<file path="config.mk">
export PLATFORM = sky130hd
export DESIGN_NAME = uart_frame_tx
export DESIGN_NICKNAME = d
export VERILOG_FILES = /design/src/rtl/uft_pkg.sv /design/src/rtl/uft_parity_gen.sv /design/src/rtl/uft_tick_timer.sv /design/src/rtl/uft_frame_ctrl.sv /design/src/rtl/uart_frame_tx.sv
export SDC_FILE = /design/constraint.sdc
export NUM_CORES = 1
export LEC_CHECK = 0
export ABC_AREA = 1
export BUFFER_PORTS_ARGS = -buffer_cell sky130_fd_sc_hd__buf_2
export CAP_MARGIN = 40
export CELL_PAD_IN_SITES_DETAIL_PLACEMENT = 1
export CELL_PAD_IN_SITES_GLOBAL_PLACEMENT = 2
export CORE_MARGIN = 1
export CORE_UTILIZATION = 34
export DETAILED_ROUTE_END_ITERATION = 16
export GPL_TIMING_DRIVEN = 0
export PLACE_DENSITY = 0.83
export SYNTH_ARGS = -nofsm -noshare
export SYNTH_HDL_FRONTEND = slang
export SYNTH_SLANG_ARGS = --single-unit
export TNS_END_PERCENT = 5
</file>
<file path="constraint.sdc">
create_clock -name clk -period 3.7 [get_ports clk]
set_clock_uncertainty 0.05 [all_clocks]
set_input_delay 0.555 -clock clk [delete_from_list [all_inputs] [get_ports clk]]
set_output_delay 0.555 -clock clk [all_outputs]
set_load 0.05 [all_outputs]
</file>
<file path="src/rtl/uft_pkg.sv">
package uft_pkg;

  typedef enum logic [1:0] {
    PAR_EVEN  = 2'd0,
    PAR_ODD   = 2'd1,
    PAR_MARK  = 2'd2,
    PAR_SPACE = 2'd3
  } par_mode_e;

  typedef enum logic [2:0] {
    ST_IDLE   = 3'd0,
    ST_START  = 3'd1,
    ST_DATA   = 3'd2,
    ST_PARITY = 3'd3,
    ST_STOP   = 3'd4
  } tx_state_e;

  // Stop period length in ticks for a given code.
  function automatic int unsigned stop_ticks(input logic [1:0] code, input int unsigned tpb);
    case (code)
      2'd0:    return tpb;
      2'd1:    return tpb + tpb / 2;
      default: return 2 * tpb;
    endcase
  endfunction

endpackage

</file>
<file path="src/rtl/uft_parity_gen.sv">
module uft_parity_gen #(
  parameter int unsigned DATA_W = 8
) (
  input  logic [DATA_W-1:0] data,
  input  logic [1:0]        len_code,
  input  logic [1:0]        mode,
  input  logic              count_zeros,
  output logic              par_bit
);
  import uft_pkg::*;

  localparam int unsigned MIN_CHAR = DATA_W - 3;

  logic [DATA_W-1:0] mask;
  logic              ones_odd;
  logic              len_odd;
  logic              cnt_odd;

  // One mask bit per data position, set when inside the selected length.
  for (genvar g = 0; g < DATA_W; g++) begin : g_mask
    assign mask[g] = (g < (MIN_CHAR + 32'(len_code)));
  end

  always_comb begin
    int unsigned nbits;
    nbits    = MIN_CHAR + 32'(len_code);
    ones_odd = ^(data & mask);
    len_odd  = nbits[0];
    // Zero count parity = one count parity xor length parity.
    cnt_odd  = count_zeros ? (ones_odd ^ len_odd) : ones_odd;
    case (par_mode_e'(mode))
      PAR_EVEN:  par_bit = cnt_odd;
      PAR_ODD:   par_bit = ~cnt_odd;
      PAR_MARK:  par_bit = 1'b1;
      default:   par_bit = 1'b0;
    endcase
  end

endmodule

</file>
<file path="src/rtl/uft_tick_timer.sv">
module uft_tick_timer #(
  parameter int unsigned TICKS_PER_BIT = 16
) (
  input  logic                                   clk,
  input  logic                                   rst,
  input  logic                                   clear,
  input  logic                                   tick,
  input  logic [$clog2(2*TICKS_PER_BIT+1)-1:0]   limit,
  output logic                                   done
);
  localparam int unsigned CW = $clog2(2 * TICKS_PER_BIT + 1);

  logic [CW-1:0] cnt;
  logic          at_end;

  assign at_end = (cnt == limit - CW'(1));
  assign done   = tick && !clear && at_end;

  always_ff @(posedge clk) begin
    if (rst || clear) begin
      cnt <= '0;
    end else if (tick) begin
      if (at_end) cnt <= '0;
      else        cnt <= cnt + CW'(1);
    end
  end

endmodule

</file>
<file path="src/rtl/uft_frame_ctrl.sv">
module uft_frame_ctrl #(
  parameter int unsigned TICKS_PER_BIT = 16,
  parameter int unsigned DATA_W        = 8
) (
  input  logic                                 clk,
  input  logic                                 rst,
  input  logic                                 tx_valid,
  input  logic [DATA_W-1:0]                    tx_data,
  input  logic [1:0]                           len_code,
  input  logic [1:0]                           stop_code,
  input  logic                                 par_en,
  input  logic                                 par_bit_in,
  input  logic                                 brk,
  input  logic                                 bit_done,
  output logic                                 tx_ready,
  output logic                                 tx_busy,
  output logic                                 tx_line,
  output logic                                 tmr_clear,
  output logic [$clog2(2*TICKS_PER_BIT+1)-1:0] tmr_limit
);
  import uft_pkg::*;

  localparam int unsigned MIN_CHAR = DATA_W - 3;
  localparam int unsigned CNT_W    = $clog2(DATA_W);
  localparam int unsigned LIM_W    = $clog2(2 * TICKS_PER_BIT + 1);

  tx_state_e         state;
  logic [DATA_W-1:0] shreg;
  logic [CNT_W-1:0]  bits_left;
  logic [CNT_W-1:0]  len_m1_q;
  logic              par_en_q;
  logic              par_q;
  logic              brk_q;
  logic [LIM_W-1:0]  stop_lim_q;
  logic              accept;

  assign accept    = tx_ready && tx_valid;
  assign tmr_clear = (state == ST_IDLE);
  assign tmr_limit = (state == ST_STOP) ? stop_lim_q : LIM_W'(TICKS_PER_BIT);

  always_ff @(posedge clk) begin
    if (rst) begin
      state      <= ST_IDLE;
      shreg      <= '0;
      bits_left  <= '0;
      len_m1_q   <= '0;
      par_en_q   <= 1'b0;
      par_q      <= 1'b0;
      brk_q      <= 1'b0;
      stop_lim_q <= LIM_W'(TICKS_PER_BIT);
      tx_line    <= 1'b1;
      tx_ready   <= 1'b1;
      tx_busy    <= 1'b0;
    end else begin
      case (state)
        ST_IDLE: begin
          if (accept) begin
            shreg      <= tx_data;
            len_m1_q   <= CNT_W'(MIN_CHAR - 1) + CNT_W'(len_code);
            par_en_q   <= par_en;
            par_q      <= par_bit_in;
            brk_q      <= brk;
            stop_lim_q <= LIM_W'(stop_ticks(stop_code, TICKS_PER_BIT));
            tx_line    <= 1'b0;
            tx_ready   <= 1'b0;
            tx_busy    <= 1'b1;
            state      <= ST_START;
          end
        end
        ST_START: begin
          if (bit_done) begin
            tx_line   <= shreg[0] & ~brk_q;
            shreg     <= shreg >> 1;
            bits_left <= len_m1_q;
            state     <= ST_DATA;
          end
        end
        ST_DATA: begin
          if (bit_done) begin
            if (bits_left != '0) begin
              tx_line   <= shreg[0] & ~brk_q;
              shreg     <= shreg >> 1;
              bits_left <= bits_left - CNT_W'(1);
            end else if (par_en_q) begin
              tx_line <= par_q & ~brk_q;
              state   <= ST_PARITY;
            end else begin
              tx_line <= ~brk_q;
              state   <= ST_STOP;
            end
          end
        end
        ST_PARITY: begin
          if (bit_done) begin
            tx_line <= ~brk_q;
            state   <= ST_STOP;
          end
        end
        ST_STOP: begin
          if (bit_done) begin
            tx_line  <= 1'b1;
            tx_ready <= 1'b1;
            tx_busy  <= 1'b0;
            state    <= ST_IDLE;
          end
        end
        default: state <= ST_IDLE;
      endcase
    end
  end

endmodule

</file>
<file path="src/rtl/uart_frame_tx.sv">
module uart_frame_tx #(
  parameter int unsigned TICKS_PER_BIT = 16,
  parameter int unsigned DATA_W        = 8
) (
  input  logic              clk,
  input  logic              rst,
  input  logic              tick,
  input  logic [1:0]        cfg_char_len,
  input  logic [1:0]        cfg_stop,
  input  logic              cfg_par_en,
  input  logic [1:0]        cfg_par_mode,
  input  logic              cfg_par_zeros,
  input  logic              cfg_break,
  input  logic [DATA_W-1:0] tx_data,
  input  logic              tx_valid,
  output logic              tx_ready,
  output logic              tx_busy,
  output logic              tx_line
);
  localparam int unsigned LIM_W = $clog2(2 * TICKS_PER_BIT + 1);

  logic             par_bit;
  logic             bit_done;
  logic             tmr_clear;
  logic [LIM_W-1:0] tmr_limit;

  uft_parity_gen #(.DATA_W(DATA_W)) i_par (
    .data        (tx_data),
    .len_code    (cfg_char_len),
    .mode        (cfg_par_mode),
    .count_zeros (cfg_par_zeros),
    .par_bit     (par_bit)
  );

  uft_tick_timer #(.TICKS_PER_BIT(TICKS_PER_BIT)) i_tmr (
    .clk   (clk),
    .rst   (rst),
    .clear (tmr_clear),
    .tick  (tick),
    .limit (tmr_limit),
    .done  (bit_done)
  );

  uft_frame_ctrl #(.TICKS_PER_BIT(TICKS_PER_BIT), .DATA_W(DATA_W)) i_ctrl (
    .clk        (clk),
    .rst        (rst),
    .tx_valid   (tx_valid),
    .tx_data    (tx_data),
    .len_code   (cfg_char_len),
    .stop_code  (cfg_stop),
    .par_en     (cfg_par_en),
    .par_bit_in (par_bit),
    .brk        (cfg_break),
    .bit_done   (bit_done),
    .tx_ready   (tx_ready),
    .tx_busy    (tx_busy),
    .tx_line    (tx_line),
    .tmr_clear  (tmr_clear),
    .tmr_limit  (tmr_limit)
  );

endmodule

</file>
==> results by group <==
Status
  – Outcome: finished, final reports clean

Drt
  – WL final: 4360 µm
  – Routed Antenna Nets: 0
  – Routed wl met2: 2100 µm
  – Met3 routed WL: 117 µm
  – Met1 WL: slightly above 2000 µm
  – Highest metal used: met4
  – First-pass DRT Iterations: 4
  – Routed via count: between 1500 and 2000
  – Avg WL per Cell: between 10 and 15 µm
  – Vias per cell: 4.67
  – DRC: 0
  – DR iter-0 viols: 38

Synthesis
  – Post-Syn Area: 0.00192 mm²
  – Ys async rst share: 0%
  – Syn nets: 304
  – Syn avg cell area: a little under 7 µm²
  – Synth Register Bits: 32
  – Synth warn: 0
  – Synthesized instance count: between 200 and 300
  – EDFF count, synth: 0
  – Main synth FF type: dfxtp_1
  – Synth cell types: 33
  – Seq/Total Area, Yosys: around a third

Power and ir drop
  – Total power: ~1.5 mW
  – Switching Fraction: a little under half
  – Power share of the combinational group: 52.0%
  – Clock power share: between 15 and 20%
  – Peak supply drop: roughly 160 µV
  – Cell Int Power: 830 µW
  – Switching pwr: slightly above 700 µW
  – Pwr dens: 701 mW/mm²
  – Lkg Pwr: 1.01 nW
  – Register share of total power: 32.4%

Die
  – Io pins: 24
  – DIE WIDTH: around 77 µm
  – Standard-cell rows: 27
  – CORE AREA: 0.00547 mm²
  – Chip Height: between 70 and 80 µm
  – Die area: 0.00596 mm²
  – Starting Density: between 30% and 40%

Worst hold path
  – Hold depth: 2
  – Hold EP: i_ctrl.stop_lim_q[4]
  – Min-delay src: i_ctrl.stop_lim_q[4]
  – Hold Crit Class: flip-flop to flip-flop

GRT
  – Global Route Usage Sum: ~16%
  – Largest net degree at the start of global routing: 11
  – GRT overflow: 0
  – First-pass GRT wire length: around 7400 µm
  – Initial antenna violation count: 0
  – Vias in the first global route: ~1700

Place
  – Placed Area: roughly 0.0021 mm²
  – Placed cells: 374
  – Port bufs: 23
  – Routability cong.: approximately 0.8
  – Final HPWL DP: 3520 µm

Timing
  – Final Max Tran Viols: 0
  – Fmax: 0.406 GHz
  – RSZ-0062 raised after global routing: no
  – Finish-stage setup viols: 0
  – Final Hold Viols: 0
  – Final worst-path cycle share: 66.5%
  – Setup TNS: 0 ns
  – Period minus WS final: 2.46 ns
  – Slew at the pin with the worst max-slew slack: around 0.47 ns
  – Slew HR: ~69%
  – Tightest hold margin: approximately 0.41 ns

Finish
  – Antenna Cells: 0
  – Post-route cell area: ~0.0022 mm²
  – Multi-input logic area: between 0.001 and 0.0015 mm²
  – Area Overhead vs Synth: 14.3%
  – FILL cells: about 740
  – Register area: ~640 µm²
  – Share of layout cells above drive strength 1: between 20% and 30%
  – Final nets: 334
  – Non-Filler Instances: ~380

Clocking
  – CTS tree: built
  – Max clock buf depth: 2
  – Clock sink count: 32
  – Post-CTS setup buffers: 0
  – Worst-path clk slew: ~0.070 ns
  – CTS root buffer: clkbuf_8
  – Clock Latency Late Sink: approximately 0.28 ns
  – CTS Buf Count: 5
  – Hold Buf Count CTS: 0
  – # H-tree levels: 2
  – Post-cts resize count: 0

Setup path
  – Crit path max fanout: 6
  – WP data arrival: 2.59 ns
  – R2R cell count: 16
  – WS Path Type: flip-flop to flip-flop
  – Worst R2R End: i_ctrl.state[1]
  – FF-to-FF Start: i_ctrl.state[0]
  – Data required time of the worst path: between 3 and 4 ns
  – FF-to-FF setup slack: 1.24 ns
  – Crit start category: flip-flop
  – Critical path capture point type: flip-flop

Run
  – Max-Cap Viols: 0
## power by group through the flow
stage,Sequential [mW],Clock [mW],Combinational (mW)
after global routing,0.509,0.266,0.916
after detailed placement,0.508,0,0.815
final,0.499,0.240,0.801
after global placement,0.507,0,0.799
after CTS,0.501,0.253,0.818
after floorplan,0.537,0,0.606
## final cells by class
| type | count | area share [%] |
|---|---|---|
| plain buffers | 4 | 1.08 |
| clock buffers | 5 | 3.13 |
| well taps | 72 | 4.10 |
| inverters | 38 | 6.95 |
| multi-input cells | 205 | 50.3 |
| flip-flops and latches | 32 | 29.2 |
| repair buffers | 23 | 5.24 |
## registers in the layout, indices dropped and copies added, names as in the netlist
register / cells
i_ctrl.tx_line: 1
i_ctrl.len_m1_q: 3
i_ctrl.tx_ready: 1
i_ctrl.shreg: 8
i_ctrl.tx_busy: 1
i_tmr.cnt: 6
i_ctrl.stop_lim_q: 3
i_ctrl.par_en_q: 1
i_ctrl.brk_q: 1
i_ctrl.par_q: 1
i_ctrl.bits_left: 3
i_ctrl.state: 3
## kinds of logic after synthesis
logic type	share of synthesized area, %
buffers and inverters	9.18
DFF	33.3
muxes	2.28
adders and majority gates	2.60
xor gates and xnor gates	2.28
AOI/OAI and AO/OA	12.2
and+or+nand+nor	38.1
## synth_stat cells, types with 3 or more instances
| master | n | area share, % |
|---|---|---|
| nand2_4 | 3 | 1.8 |
| nand2_2 | 8 | 2.6 |
| ha_1 | 4 | 2.6 |
| o21ai_1 | 4 | 1.0 |
| inv_1 | 34 | 6.6 |
| dfxtp_1 | 32 | 33 |
| mux2_2 | 3 | 1.8 |
| o21ai_0 | 20 | 5.2 |
| nand2_1 | 56 | 11 |
| o21a_1 | 3 | 1.2 |
| nor2_4 | 4 | 2.3 |
| xor2_1 | 3 | 1.4 |
| a21oi_1 | 13 | 3.4 |
| nor2_2 | 5 | 1.6 |
| nand3_2 | 5 | 2.6 |
| nor2_1 | 42 | 8.2 |
| nand3_1 | 19 | 4.9 |
## cell usage in the layout (no fill, tap or decap), drive strengths merged
| cell type | instances |
|---|---|
| ha | 4 |
| a31oi | 1 |
| nand4 | 3 |
| inv | 37 |
| mux2 | 3 |
| nand3 | 24 |
| o21a | 3 |
| a211oi | 1 |
| o21ai | 24 |
| buf | 25 |
| nand2 | 67 |
| nand3b | 1 |
| mux2i | 1 |
| clkbuf | 7 |
| clkinv | 1 |
| nor3b | 1 |
| nor3 | 2 |
| xnor2 | 2 |
| xor2 | 3 |
| nor2 | 51 |
| a21oi | 14 |
| dfxtp | 32 |
## metrics by stage
stage | utilization, % | setup slack, ns
2_1_floorplan | - | 1.62
3_5_place_dp | 38.9 | 1.20
4_1_cts | 40.1 | 1.18
6_report | 40.1 | 1.24
3_3_place_gp | 38.9 | 1.22
5_1_grt | 40.1 | 0.996
## critical path, stage by stage, from the launching register on
cell     delay (ns)
dfxtp_1        0.40
nor2_4         0.21
inv_1          0.10
nor3_1         0.19
ha_1           0.29
nand2_1        0.07
inv_1          0.03
nor2_1         0.07
nand2_1        0.09
nor2_4         0.15
nand3_2        0.15
nand2_2        0.13
nand2_1        0.07
nor2_2         0.14
nand3_1        0.10
nand2_1        0.07
nor2_1         0.04
## metal layers
metal  up-vias  track usage, %
li1        946               -
met1       797            18.4
met2        24            27.8
met3         4            3.69
met4         0            6.79
met5         -               0
## how the worst max path moves through the flow
stage | start | endpoint | slack (ns) | cells past startpoint
after floorplan | i_ctrl.state[1] | i_ctrl.state[0] | 1.62 | 16
after global routing | i_ctrl.state[0] | i_ctrl.bits_left[1] | 1.0 | 14
after CTS | i_ctrl.state[0] | i_ctrl.state[1] | 1.18 | 16
after global placement | i_ctrl.state[0] | i_ctrl.state[1] | 1.22 | 16
after detailed placement | i_ctrl.state[0] | i_ctrl.state[1] | 1.20 | 16
final | i_ctrl.state[0] | i_ctrl.state[1] | 1.24 | 16
No activity file was read; power rests on OpenSTA's default activity.
